### src/rtl/ctr_pkg.sv
package ctr_pkg;
  // Per-edge action selected by the control; at most one strobe is high.
  typedef struct packed {
    logic clearStb;
    logic loadStb;
    logic stepStb;
  } ctrStrobes_t;
endpackage

### src/rtl/ctr_control.sv
module ctr_control
  import ctr_pkg::*;
(
  input  logic        clearN,
  input  logic        loadN,
  input  logic        stepEnable,
  input  logic        chainEnable,
  output ctrStrobes_t strobes
);
  // Priority: clear over load over step.
  always_comb begin
    strobes = '0;
    if (!clearN)                        strobes.clearStb = 1'b1;
    else if (!loadN)                    strobes.loadStb  = 1'b1;
    else if (stepEnable && chainEnable) strobes.stepStb  = 1'b1;
  end
endmodule

### src/rtl/ctr_datapath.sv
module ctr_datapath
  import ctr_pkg::*;
#(
  parameter int WIDTH = 4
) (
  input  logic             clk,
  input  ctrStrobes_t      strobes,
  input  logic             chainEnable,
  input  logic [WIDTH-1:0] loadData,
  output logic [WIDTH-1:0] count,
  output logic             carryOut
);
  localparam logic [WIDTH-1:0] TermCount = {WIDTH{1'b1}};
  localparam logic [WIDTH-1:0] OneStep   = {{(WIDTH-1){1'b0}}, 1'b1};

  logic [WIDTH-1:0] countReg;
  logic [WIDTH-1:0] countNext;
  logic             atTerminal;

  always_comb begin
    countNext = countReg;
    if (strobes.clearStb)     countNext = '0;
    else if (strobes.loadStb) countNext = loadData;
    else if (strobes.stepStb) countNext = countReg + OneStep;
  end

  always_ff @(posedge clk) begin
    countReg <= countNext;
  end

  assign atTerminal = (countReg == TermCount);
  assign carryOut   = chainEnable & atTerminal;
  assign count      = countReg;
endmodule

### src/rtl/bin_preset_counter.sv
module bin_preset_counter
  import ctr_pkg::*;
#(
  parameter int WIDTH = 4
) (
  input  logic             clk,
  input  logic             clearN,
  input  logic             loadN,
  input  logic             stepEnable,
  input  logic             chainEnable,
  input  logic [WIDTH-1:0] loadData,
  output logic [WIDTH-1:0] count,
  output logic             carryOut
);
  ctrStrobes_t strobes;

  ctr_control u_ctrl (
    .clearN      (clearN),
    .loadN       (loadN),
    .stepEnable  (stepEnable),
    .chainEnable (chainEnable),
    .strobes     (strobes)
  );

  ctr_datapath #(.WIDTH(WIDTH)) u_dp (
    .clk         (clk),
    .strobes     (strobes),
    .chainEnable (chainEnable),
    .loadData    (loadData),
    .count       (count),
    .carryOut    (carryOut)
  );
endmodule

### config.mk
export PLATFORM = sky130hd
export DESIGN_NAME = bin_preset_counter
export DESIGN_NICKNAME = d
export VERILOG_FILES = /design/src/rtl/ctr_pkg.sv /design/src/rtl/ctr_control.sv /design/src/rtl/ctr_datapath.sv /design/src/rtl/bin_preset_counter.sv
export SDC_FILE = /design/constraint.sdc
export NUM_CORES = 1
export LEC_CHECK = 0
export CAP_MARGIN = 20
export CELL_PAD_IN_SITES_DETAIL_PLACEMENT = 0
export CELL_PAD_IN_SITES_GLOBAL_PLACEMENT = 1
export CORE_AREA = 2 2 39 41
export CTS_BUF_LIST = sky130_fd_sc_hd__clkbuf_8
export DETAILED_ROUTE_END_ITERATION = 10
export DIE_AREA = 0 0 41 43
export PLACE_DENSITY = 0.61
export SETUP_SLACK_MARGIN = 0.2
export SLEW_MARGIN = 10
export SYNTH_ARGS = -nofsm -noshare
export SYNTH_HDL_FRONTEND = slang
export SYNTH_SLANG_ARGS = --single-unit
### constraint.sdc
create_clock -name clk -period 1.6 [get_ports clk]
set_input_delay 0.32 -clock clk [delete_from_list [all_inputs] [get_ports clk]]
set_output_delay 0.32 -clock clk [all_outputs]
set_load 0.1 [all_outputs]
==> results_dict.tcl <==
set metrics [dict create \
    antenna_found_initial 0 \
    tightest_slew_ns 0.2360 \
    top_usage_layer "met4" \
    r2r_cells 4 \
    worstPathArrival_ns 1.08 \
    clockBufferDepth 2 \
    cp_cell_sequence "ha_4, and4_4, buf_12" \
    cp-startpoint "u_dp.count[1]$_SDFFE_PN0P_" \
    clkSinkCount 4 \
    synth_xor_area_frac 0.08537 \
    final.setup.tns_ns 0 \
    syn-num-nets 34 \
    slowest_stage "dfxtp_4" \
    hold_buffers 0 \
    core_um2 1384 \
    yosys-top-cells-area "dfxtp_1, xor2_1, nand3_1" \
    grt-ovfl-total 0 \
    cts_max_level 1 \
    avgSynthCellArea_um2 8.550 \
    drv_cap 0 \
    finalClockSkew_ns 0.001457 \
    worstPathMaxFanout 2 \
    clock_latency_ns 0.22 \
    worst-setup-path-type "flop to output port" \
    num_rows 14 \
    initial_core_util 0.1483 \
    use_met1 0.08654 \
    hold_viol_final 0 \
    yosys.area.top_type_share 0.3902 \
    path_buf_inv 1 \
    synthSimpleGateAreaFrac 0.2378 \
    leakagePower_nw 0.1865 \
    final_util 0.3535 \
    setup_violations 0 \
    num_io_pins 14 \
    vias 242 \
    rsz0062_at_grt "yes" \
    io_buffers 13 \
    r2r_slack_ns 0.49 \
    slew_headroom 0.8422 \
    fmax_mhz 714.3 \
    synth_fa_ha_area_frac 0.06098 \
    dp_hpwl_um 441.5 \
    grt_pass1_wl_um 910 \
    layout.nets 54 \
    hp-start "u_dp.count[3]$_SDFFE_PN0P_" \
    firstDrtPassIters 4 \
    synth-compound-area-share 0.2073 \
    viasPerCell 4.172 \
    critPathLaunchType "flop" \
    largest_register_ffs 4 \
    synth_top_family_by_area "simple AND/OR/NAND/NOR gates" \
    holdWs_ns 0.5567 \
    vdd_drop_max_mv 0.3356 \
    synth_cell_types 15 \
    clk_pin_slew_ns 0.03 \
    crit_family "flip-flops" \
    met3_usage 0.01571 \
    worstSetupPathDepth 3 \
    crit_required_ns 1.28 \
    route.detailed.wl_per_inst_um 10.03 \
    dpl.cell_count 53 \
    die_h_um 43 \
    tritoncts "yes" \
    fill_cells 140 \
    synthMuxAreaShare 0 \
    drc 0 \
    final_cells 58 \
    synthToLayoutAreaGrowth_pct 138.4 \
    yosys_warnings 0 \
    cp-end-kind "output port" \
    post_route_cells_drive_above_1_share 0.4048 \
    die_w_um 41 \
    power_density_nw_per_um2 958.5 \
    synth_seq_cells 4 \
    globalplace.congestion 0.6871 \
    cpPeakStageDelay_ns 0.35 \
    synth_area_um2 205.2 \
    drt-initial-drc-count 13 \
    clockRootBuffer "clkbuf_8" \
    grt_max_degree 9 \
    ant_nets 0 \
    cts_made_buffers 3 \
    period_share 0.8750 \
    min_path_cells 2 \
    netlist.top_cell.by_area "dfxtp_1" \
    wl_um 582 \
    drv_slew 0 \
    use_met2 0.1125 \
    fp.dieArea_um2 1763 \
    synth-seq-area-share 0.3902 \
    grt.total_usage 0.08425 \
    postSynthCellCount 24 \
    grt_pass1_vias 223 \
    r2r_start "u_dp.count[0]$_SDFFE_PN0P_" \
    status "finished clean" \
    fin_crit_ns 1.400 \
    antenna-diode-count 0 \
    worstHoldPathType "flop to flop" \
]
-- worst register-to-register path, cell delays in order (launching register included) --
cell     delay, ns
dfxtp_4       0.35
buf_4         0.13
nand3_1       0.08
or3_1         0.32
a31oi_1       0.15
-- Yosys cell counts (all sizes together) --
library cell  instances
inv                   1
xor2                  2
ha                    1
nand3                 3
nand2                 2
and4                  1
dfxtp                 4
a31oi                 1
a311oi                1
o21ai                 3
nor2                  2
a21oi                 1
or3                   1
a211oi                1
-- stage by stage --
step	power (mW)	cell area (µm²)	setup slack [ns]
after floorplan	0.1914	234.0	0.1357
after global placement	0.2554	434.2	0.02152
after detailed placement	0.2565	434.2	0.006954
after CTS	0.4768	489.2	0.1905
after global routing	0.4914	489.2	0.1732
final	0.4689	489.2	0.2000
-- cell type report --
class                   instances  area (µm²)  area share
multi-input cells              19       135.1      0.2762
well taps                      16       20.02     0.04092
flip-flops and latches          4       95.09      0.1944
inverters                       1       3.754    0.007673
clock buffers                   3       41.29     0.08440
repair buffers                 15       193.9      0.3964
-- timing repair --
action,CTS,global route
pin swaps,1,0
setup buffers,2,0
resized for setup,1,0
setup endpoints to repair,1,1
hold endpoints to repair,0,0
-- cell usage in the layout, fill, tap and decap left out --
cell	count
clkdlybuf4s50_1	7
buf_12	5
dfxtp_4	4
nand3_1	3
o21ai_0	3
clkbuf_8	3
xor2_1	2
nor2_1	2
buf_4	2
and4_4	1
a21oi_1	1
nand2_2	1
nand2_1	1
inv_1	1
a311oi_1	1
or3_1	1
a31oi_1	1
a211oi_1	1
ha_4	1
dlygate4sd2_1	1
-- where the power goes --
| part | switching [mW] | total [mW] | internal, mW |
|---|---|---|---|
| Combinational | 0.0814 | 0.143 | 0.0614 |
| Sequential | 0.00982 | 0.117 | 0.107 |
| Clock | 0.0489 | 0.209 | 0.160 |
-- path summary, 6_finish.rpt --
path / endpoint
max: carryOut
min: u_dp.count[3]$_SDFFE_PN0P_
max reg2reg: u_dp.count[3]$_SDFFE_PN0P_
min reg2reg: u_dp.count[3]$_SDFFE_PN0P_
-- per-layer routing --
metal / vias to the layer above / wire length [µm]
li1: 126 / -
met1: 100 / 214
met2: 14 / 286
met3: 2 / 64
met4: 0 / 17
met5: - / 0
-- logic make-up (layout without fill, tap and decap cells) --
| group | after synthesis | after routing |
|---|---|---|
| flip-flops | 4 | 4 |
| AND/OR/NAND/NOR | 9 | 9 |
| buffers and inverters | 1 | 19 |
| adder cells (fa/ha/maj) | 1 | 1 |
| XOR/XNOR | 2 | 2 |
| AO/OA/AOI/OAI | 7 | 7 |
No activity file was read; power rests on OpenSTA's default activity.
